`src/rtl/dbgmb_pkg.sv`:
```
package dbgmb_pkg;

  typedef enum logic [1:0] {
    RGN_CODE = 2'd0,
    RGN_PBUF = 2'd1,
    RGN_DBUF = 2'd2,
    RGN_SREG = 2'd3
  } region_e;

  // strobes from control to datapath
  typedef struct packed {
    logic    rdEn;
    region_e rdRgn;
    logic    dbufWr;
  } dpStrobe_t;

  localparam int LANE_HALT   = 0;
  localparam int LANE_RESUME = 1;
  localparam int LANE_EXEC   = 2;
  localparam int LANE_EXC    = 3;

  localparam logic [7:0] FLAG_ON = 8'h01;

  // entry offsets inside the code area
  localparam int EXC_ENTRY_OFS    = 0;
  localparam int NORMAL_ENTRY_OFS = 8;

endpackage

```
`src/rtl/dbgmb_ctrl.sv`:
```
module dbgmb_ctrl
  import dbgmb_pkg::*;
#(
  parameter int ADDR_W = 32,
  parameter logic [ADDR_W-1:0] WIN_BASE = 32'hFFFFF800,
  parameter int REGION_BYTES = 64,
  localparam int REG_LSB = $clog2(REGION_BYTES),
  localparam int WIN_LSB = REG_LSB + 2,
  localparam int IDX_W = REG_LSB - 2
) (
  input  logic              clk,
  input  logic              rstN,
  input  logic [ADDR_W-1:0] cpuAddr,
  input  logic              cpuWe,
  input  logic [3:0]        cpuBe,
  input  logic              cpuRe,
  input  logic              dmResumeReq,
  input  logic              dmExecReq,
  output logic              dmHalted,
  output logic              dmResuming,
  output logic              dmExecuting,
  output logic              dmException,
  output dpStrobe_t         strb,
  output logic [IDX_W-1:0]  wordIdx,
  output logic              resumePend,
  output logic              execPend
);

  logic    inWin;
  region_e rgn;
  logic    sregWr;
  logic [3:0] ackLane;

  always_comb begin
    inWin   = (cpuAddr[ADDR_W-1:WIN_LSB] == WIN_BASE[ADDR_W-1:WIN_LSB]);
    rgn     = region_e'(cpuAddr[WIN_LSB-1:REG_LSB]);
    wordIdx = cpuAddr[REG_LSB-1:2];
    sregWr  = cpuWe && inWin && (rgn == RGN_SREG);
    ackLane = {4{sregWr}} & cpuBe;
  end

  always_comb begin
    strb.rdEn   = cpuRe;
    strb.rdRgn  = inWin ? rgn : RGN_CODE;
    strb.dbufWr = cpuWe && inWin && (rgn == RGN_DBUF);
  end

  // sticky request flags: a new request beats a same-cycle acknowledge
  always_ff @(posedge clk or negedge rstN) begin
    if (!rstN) begin
      resumePend <= 1'b0;
      execPend   <= 1'b0;
    end else begin
      resumePend <= dmResumeReq | (resumePend & ~ackLane[LANE_RESUME]);
      execPend   <= dmExecReq   | (execPend   & ~ackLane[LANE_EXEC]);
    end
  end

  // halted state: resume acknowledge has precedence
  always_ff @(posedge clk or negedge rstN) begin
    if (!rstN) begin
      dmHalted <= 1'b0;
    end else if (ackLane[LANE_RESUME]) begin
      dmHalted <= 1'b0;
    end else if (ackLane[LANE_HALT]) begin
      dmHalted <= 1'b1;
    end
  end

  always_ff @(posedge clk or negedge rstN) begin
    if (!rstN) begin
      dmResuming  <= 1'b0;
      dmExecuting <= 1'b0;
      dmException <= 1'b0;
    end else begin
      dmResuming  <= ackLane[LANE_RESUME];
      dmExecuting <= ackLane[LANE_EXEC];
      dmException <= ackLane[LANE_EXC];
    end
  end

endmodule

```
`src/rtl/dbgmb_data.sv`:
```
module dbgmb_data
  import dbgmb_pkg::*;
#(
  parameter int IDX_W = 4,
  localparam int WORDS = 1 << IDX_W
) (
  input  logic             clk,
  input  logic             rstN,
  input  dpStrobe_t        strb,
  input  logic [IDX_W-1:0] wordIdx,
  input  logic [3:0]       cpuBe,
  input  logic [31:0]      cpuWdata,
  input  logic             resumePend,
  input  logic             execPend,
  input  logic             dmPbufWe,
  input  logic [IDX_W-1:0] dmPbufIdx,
  input  logic [31:0]      dmPbufWdata,
  input  logic             dmDbufWe,
  input  logic [IDX_W-1:0] dmDbufIdx,
  input  logic [31:0]      dmDbufWdata,
  output logic [31:0]      dmDbufRdata,
  output logic [31:0]      cpuRdata
);

  logic [31:0]      pbuf [WORDS];
  logic [3:0][7:0]  dbuf [WORDS];
  logic [31:0]      statusWord;
  logic [31:0]      rdMux;

  // program buffer: written only from the debug module side
  always_ff @(posedge clk or negedge rstN) begin
    if (!rstN) begin
      for (int w = 0; w < WORDS; w++) pbuf[w] <= '0;
    end else if (dmPbufWe) begin
      pbuf[dmPbufIdx] <= dmPbufWdata;
    end
  end

  // data buffer: one register per byte, debug module wins a conflict
  for (genvar w = 0; w < WORDS; w++) begin : g_word
    for (genvar b = 0; b < 4; b++) begin : g_byte
      always_ff @(posedge clk or negedge rstN) begin
        if (!rstN) begin
          dbuf[w][b] <= '0;
        end else if (dmDbufWe && (dmDbufIdx == IDX_W'(w))) begin
          dbuf[w][b] <= dmDbufWdata[8*b +: 8];
        end else if (strb.dbufWr && cpuBe[b] && (wordIdx == IDX_W'(w))) begin
          dbuf[w][b] <= cpuWdata[8*b +: 8];
        end
      end
    end
  end

  assign dmDbufRdata = dbuf[dmDbufIdx];

  always_comb begin
    statusWord = '0;
    statusWord[8*LANE_RESUME +: 8] = resumePend ? FLAG_ON : 8'h00;
    statusWord[8*LANE_EXEC +: 8]   = execPend   ? FLAG_ON : 8'h00;
    case (strb.rdRgn)
      RGN_PBUF: rdMux = pbuf[wordIdx];
      RGN_DBUF: rdMux = dbuf[wordIdx];
      RGN_SREG: rdMux = statusWord;
      default:  rdMux = '0;
    endcase
  end

  always_ff @(posedge clk or negedge rstN) begin
    if (!rstN) begin
      cpuRdata <= '0;
    end else if (strb.rdEn) begin
      cpuRdata <= rdMux;
    end
  end

endmodule

```
`src/rtl/dbg_mailbox.sv`:
```
module dbg_mailbox
  import dbgmb_pkg::*;
#(
  parameter int ADDR_W = 32,
  parameter logic [ADDR_W-1:0] WIN_BASE = 32'hFFFFF800,
  parameter int REGION_BYTES = 64,
  localparam int IDX_W = $clog2(REGION_BYTES) - 2
) (
  input  logic              clk,
  input  logic              rstN,
  input  logic [ADDR_W-1:0] cpuAddr,
  input  logic              cpuWe,
  input  logic [3:0]        cpuBe,
  input  logic [31:0]       cpuWdata,
  input  logic              cpuRe,
  output logic [31:0]       cpuRdata,
  input  logic              dmResumeReq,
  input  logic              dmExecReq,
  output logic              dmHalted,
  output logic              dmResuming,
  output logic              dmExecuting,
  output logic              dmException,
  input  logic              dmPbufWe,
  input  logic [IDX_W-1:0]  dmPbufIdx,
  input  logic [31:0]       dmPbufWdata,
  input  logic              dmDbufWe,
  input  logic [IDX_W-1:0]  dmDbufIdx,
  input  logic [31:0]       dmDbufWdata,
  output logic [31:0]       dmDbufRdata
);

  dpStrobe_t        strb;
  logic [IDX_W-1:0] wordIdx;
  logic             resumePend;
  logic             execPend;

  dbgmb_ctrl #(
    .ADDR_W(ADDR_W), .WIN_BASE(WIN_BASE), .REGION_BYTES(REGION_BYTES)
  ) u_ctrl (
    .clk(clk), .rstN(rstN),
    .cpuAddr(cpuAddr), .cpuWe(cpuWe), .cpuBe(cpuBe), .cpuRe(cpuRe),
    .dmResumeReq(dmResumeReq), .dmExecReq(dmExecReq),
    .dmHalted(dmHalted), .dmResuming(dmResuming),
    .dmExecuting(dmExecuting), .dmException(dmException),
    .strb(strb), .wordIdx(wordIdx),
    .resumePend(resumePend), .execPend(execPend)
  );

  dbgmb_data #(.IDX_W(IDX_W)) u_data (
    .clk(clk), .rstN(rstN),
    .strb(strb), .wordIdx(wordIdx),
    .cpuBe(cpuBe), .cpuWdata(cpuWdata),
    .resumePend(resumePend), .execPend(execPend),
    .dmPbufWe(dmPbufWe), .dmPbufIdx(dmPbufIdx), .dmPbufWdata(dmPbufWdata),
    .dmDbufWe(dmDbufWe), .dmDbufIdx(dmDbufIdx), .dmDbufWdata(dmDbufWdata),
    .dmDbufRdata(dmDbufRdata),
    .cpuRdata(cpuRdata)
  );

endmodule

```
`config.mk`:
```
export PLATFORM = sky130hd
export DESIGN_NAME = dbg_mailbox
export DESIGN_NICKNAME = d
export VERILOG_FILES = /design/src/rtl/dbgmb_pkg.sv /design/src/rtl/dbgmb_ctrl.sv /design/src/rtl/dbgmb_data.sv /design/src/rtl/dbg_mailbox.sv
export SDC_FILE = /design/constraint.sdc
export NUM_CORES = 2
export LEC_CHECK = 0
export ABC_CLOCK_PERIOD_IN_PS = 5400
export BUFFER_PORTS_ARGS = -buffer_cell sky130_fd_sc_hd__buf_2
export CAP_MARGIN = 5
export CORE_MARGIN = 4
export CORE_UTILIZATION = 40
export DETAILED_ROUTE_END_ITERATION = 8
export SLEW_MARGIN = 5
export SYNTH_ARGS = -nofsm -noshare
export SYNTH_HDL_FRONTEND = slang
export SYNTH_HIERARCHICAL = 1
export SYNTH_SLANG_ARGS = --single-unit
export TNS_END_PERCENT = 20
```
`constraint.sdc`:
```
create_clock -name clk -period 5.4 [get_ports clk]
set_input_delay 1.08 -clock clk [delete_from_list [all_inputs] [get_ports clk]]
set_output_delay 1.08 -clock clk [all_outputs]
set_load 0.005 [all_outputs]
```
# Yosys cells after proc, flatten, opt, wreduce, memory -nomap -nowiden
# Index checks and enable logic that the tools add are counted.
[classes] n_lt_le_gt_ge=4 eq_ne=36 muxes=146 bitwise=10 n_reduce_logical=155
[ops] cell="2-to-1 mux 8 bit" n=128
[ops] cell="bitwise mux 512 bit" n=1
[ops] cell="binary-select mux 32 bit (select 4 bit)" n=3
[ops] cell="2-to-1 mux 32 bit" n=7
[ops] cell="nonzero test 2 bit" n=65
[ops] cell="demux 32 bit (select 4 bit)" n=1
[ops] cell="case mux 32 bit (3 select lines)" n=1
[ops] cell="logical AND 1 bit" n=88
[ops] cell="equality test 4 bit (second input constant)" n=16
[ops] cell="equality test 4 x 3 -> 1 bit (second input constant)" n=8
[ops] cell="equality test 24 bit (second input constant)" n=1
[ops] cell="equality test 4 x 2 -> 1 bit (second input constant)" n=4
[ops] cell="greater-or-equal comparator 5 bit (second input constant)" n=3
[ops] cell="NOT 4 -> 5 bit" n=3
[ops] cell="equality test 2 bit (second input constant)" n=4
[ops] cell="equality test 4 x 1 -> 1 bit (second input constant)" n=2
[ops] cell="logical NOT 4 bit" n=2
[ops] cell="less-than comparator 5 x 1 -> 1 bit (second input constant)" n=1
[ops] cell="bitwise AND 4 bit" n=1
[ops] cell="2-to-1 mux 1 bit" n=4
[ops] cell="bitwise AND 1 bit" n=2
[ops] cell="equality test 2 x 1 -> 1 bit (second input constant)" n=1
[ops] cell="2-to-1 mux 2 bit" n=1
[ops] cell="NOT 1 bit" n=2
[ops] cell="OR 1 bit" n=2
[totals] ff_bits=1062 out_inout_bits=68 elab_cells=438

# Longest topological paths before layout
[depth] word_depth=7 mapped_depth=11

# Hierarchy
# The synthesis kept the hierarchy.
[by_module_without_submodules] module="dbgmb_data" instances=1 cells_each=4645 area_per_inst_um2=55997.5
[by_module_without_submodules] module="dbgmb_ctrl" instances=1 cells_each=37 area_per_inst_um2=365.4

# Least setup slack after synthesis
# Ideal clock, no wire load.
[synth_path] kind="input to register" from="input port cpuAddr[9]" to="register u_data/dbuf[429] (netlist bit)" setup_time_ns=0.077 arrival_ns=3.817 required_time_ns=5.323 setup_slack_ns=1.505 path_stages=10 cell_sequence="or4b_4 > nor4_4 > nand2_1 > nor3_1 > nand2_1 > clkbuf_1 > o31ai_1 > buf_2 > nor2_1 > a21oi_1"
[synth_lines] element="start: declaration" line_no="dbg_mailbox.sv:11" source="input logic [ADDR_W-1:0] cpuAddr,"
[synth_lines] element="end signal: indexed assignment" line_no="dbgmb_data.sv:46" source="dbuf[w][b] <= dmDbufWdata[8*b +: 8];"
[synth_lines] element="end signal: indexed assignment" line_no="dbgmb_data.sv:48" source="dbuf[w][b] <= cpuWdata[8*b +: 8];"
[synth_lines] element="end: declaration" line_no="dbgmb_data.sv:26" source="logic [3:0][7:0] dbuf [WORDS];"

# Worst setup path in the final report
[layout_path] from="input port dmDbufIdx[0]" to="output port dmDbufRdata[11]"
[layout_via] elab_chain_cells=4
[layout_rtl] element="start: declaration" line_no="dbg_mailbox.sv:27" source="input logic [IDX_W-1:0] dmDbufIdx,"
[layout_rtl] element="NOT 4 -> 5 bit (not written as such)" line_no="dbgmb_data.sv:54" source="assign dmDbufRdata = dbuf[dmDbufIdx];"
[layout_rtl] element="binary-select mux 32 bit (select 4 bit)" line_no="dbgmb_data.sv:54"
[layout_rtl] element="2-to-1 mux 32 bit (not written as such) (2 in series)" line_no="dbgmb_data.sv:54"
[layout_rtl] element="end: declaration" line_no="dbg_mailbox.sv:29" source="output logic [31:0] dmDbufRdata"
# Every way passes these cells. The select of a mux whose other input is x is not followed.

==> reports/results.ini <==
[placed_design]
gp_congestion=0.861
port_buffers=213
place_ws_ps=839
dp_hpwl_um=115000

[worst_setup_path]
endpoint_kind=primary output
arrival_ps=3360
regToRegSetupSlack_ps=3410
crit_type=input port to primary output
crit_path_start_kind=input port
cp.required_ps=4320
reg2reg_depth=5
crit_fanout=67

[global_routing]
antenna_found_initial=35
grt_start_max_net_pins=132
grtUsageTotal=0.252
first_global_vias=40600
grt_pass1_wl_um=276000
overflow=0

[cells_and_area]
fillers=12600
mostFrequentLayoutCells=dfrtp_1 (1062), mux2_2 (504), nor2_1 (479), nand2_1 (437), mux4_2 (410)
fin_nets=4842
area_delta_synth_final_pct=12.3
final_layout_size_suffix_gt1_frac=0.320
final-seq-area_um2=26600
multi_input_area_um2=27900
final_common_cell=dfrtp_1

[sta]
worst_slew_pin_slew_ps=1150
max-slew-margin-rel=0.231
finalSetupViolations=0
post-route-period-util=0.822
min_period_ps=4440
slew_viol_final=0
hold_viol_final=0
worst_slack_ps=960
max_clock_freq_ghz=0.225
finClkSkew_ps=29.6
setup_tns_ps=0
rsz0062_at_grt=false

[floorplanning]
core_area_um2=140000
die_x_um=383
die_y_um=383
placementRows=137
die-area_um2=147000
ioPinCount=216
start_util=0.403

[synthesis]
synth_top_family_by_area=multiplexers
synth_edf_count=0
synthCells=4682
yosys.cell_types.count=48
async_reset_ff_frac=1.00
synth_ff_type=dfrtp_1
yosys.area_share.simple=0.0729
syn-num-nets=4830
synthXorXnorAreaFrac=0
synth_compound_area_frac=0.0836
synth_area_um2=56400
syn_avg_cell_area_um2=12.0
synthAdderAreaFrac=0
synth_seq_area_share=0.472
ys_ff_latch=1062
synth.area.mux_share=0.334
yosysWarnings=6

[route]
ant_nets=0
wl_per_cell_um=28.1
drt_iter0_drc=4494
drc=0
vias=40500
dr.pass1.iters=6
viasPerCell=6.07
routed_wl_um=188000

[job]
maxCapViolCount=0

[clock_tree]
cts.sinks=1062
post_cts_resized=0
clockBufferDepth=3
cts_tree=yes
holdBufCountCts=0
insertion_delay_ps=730
post_cts_buffers=0
clk_root_buffer_cell=clkbuf_16
htree_levels=3
cts_buffers=116
clk_pin_slew_ps=60

[run_status]
outcome=complete, no violations

[min_path]
hold_class=input port to asynchronous set/reset pin

[power_and_ir_drop]
leakagePower_uw=0.0268
power.density_nw_per_um2=375
irDropWorstVdd_v=0.000302

-- stage by stage --
stage	cells	utilization	hold slack [ps]	instance area, um^2	power (uW)
4_1_cts	6658	0.453	325	63200	23800
2_1_floorplan	4682	-	459	56400	14200
3_3_place_gp	6452	0.425	470	59400	15500
6_report	6674	0.453	332	63300	23700
5_1_grt	6666	0.453	356	63300	24800
3_5_place_dp	6452	0.425	479	59400	15700
-- sequential cells by signal, summed over array words and instances, names as in the netlist --
register,flops
u_data/pbuf,512
u_ctrl/dmException,1
u_ctrl/dmHalted,1
u_ctrl/dmExecuting,1
u_data/cpuRdata,32
u_ctrl/dmResuming,1
u_ctrl/execPend,1
u_data/dbuf,512
u_ctrl/resumePend,1
-- path summary, 6_finish.rpt --
kind / start / endpoint
min in group clk: u_data/pbuf[427]$_DFFE_PN0P_ / u_data/pbuf[427]$_DFFE_PN0P_
max in group asynchronous: rstN / u_data/dbuf[508]$_DFFE_PN0P_
max reg2reg: u_data/dbuf[234]$_DFFE_PN0P_ / u_data/cpuRdata[10]$_DFFE_PN0P_
min: rstN / u_data/pbuf[452]$_DFFE_PN0P_
min reg2reg: u_data/pbuf[427]$_DFFE_PN0P_ / u_data/pbuf[427]$_DFFE_PN0P_
max: dmDbufIdx[0] / dmDbufRdata[11]
-- routing by layer --
layer  routed length, um  vias up  GRT usage
li1                    -    17200          -
met1               78000    21000      0.347
met2               83700     1899      0.381
met3               17500      456     0.0651
met4                8350       18      0.105
met5                 207        -          0
-- cells in the mapped netlist (2+ instances only) --
| cell | count | area [um^2] |
|---|---|---|
| clkbuf_1 | 254 | 953 |
| nand2_1 | 438 | 1640 |
| nand3_1 | 18 | 90.1 |
| and2_1 | 7 | 43.8 |
| o21ai_2 | 16 | 140 |
| o21ai_1 | 8 | 40.0 |
| mux4_2 | 410 | 9230 |
| mux2_1 | 8 | 90.1 |
| buf_1 | 48 | 180 |
| nand3b_1 | 8 | 60.1 |
| nor3_1 | 2 | 10.0 |
| or2_1 | 4 | 25.0 |
| o31ai_2 | 8 | 100 |
| buf_6 | 10 | 113 |
| a21oi_1 | 336 | 1680 |
| a22oi_1 | 120 | 901 |
| nand4_1 | 9 | 56.3 |
| o31ai_4 | 2 | 42.5 |
| buf_4 | 19 | 143 |
| inv_1 | 34 | 128 |
| or3_1 | 7 | 43.8 |
| nor2_1 | 499 | 1870 |
| nor2b_1 | 5 | 31.3 |
| a41o_1 | 2 | 20.0 |
| a21o_1 | 16 | 120 |
| mux2i_1 | 381 | 3810 |
| mux2_2 | 504 | 5680 |
| or2_2 | 5 | 31.3 |
| o31ai_1 | 6 | 45.0 |
| and3_1 | 2 | 12.5 |
| o21ai_0 | 133 | 666 |
| buf_2 | 128 | 641 |
| nand2b_1 | 10 | 62.6 |
| dfrtp_1 | 1062 | 26600 |
| a31oi_1 | 148 | 926 |
| and3_2 | 3 | 22.5 |
-- worst max-delay path, cell delays in order --
cell and delay [ps]:
buf_8 630, buf_12 320, mux4_2 570, mux4_2 540, buf_2 160
-- layout make-up --
class                           count  area share
Antenna cell                       16    0.000633
Tap cell                         1876      0.0371
Multi-Input combinational cell   3127       0.440
Timing Repair Buffer              353      0.0390
Clock inverter                     24     0.00504
Inverter                           34     0.00202
Sequential cell                  1062       0.420
Clock buffer                      182      0.0561
-- kinds of logic after synthesis --
logic type / count (synthesis)
compound gates: 798
buf+inv: 493
flops: 1062
mux: 1303
simple gates: 1026
-- where the power goes --
group          total (uW)  leakage, uW  internal (uW)  switching [uW]
Clock                8100      0.00192           4730            3370
Combinational        4740       0.0121           2710            2030
Sequential          10900       0.0128           9760            1110
Power figures use the tool's default switching activity.
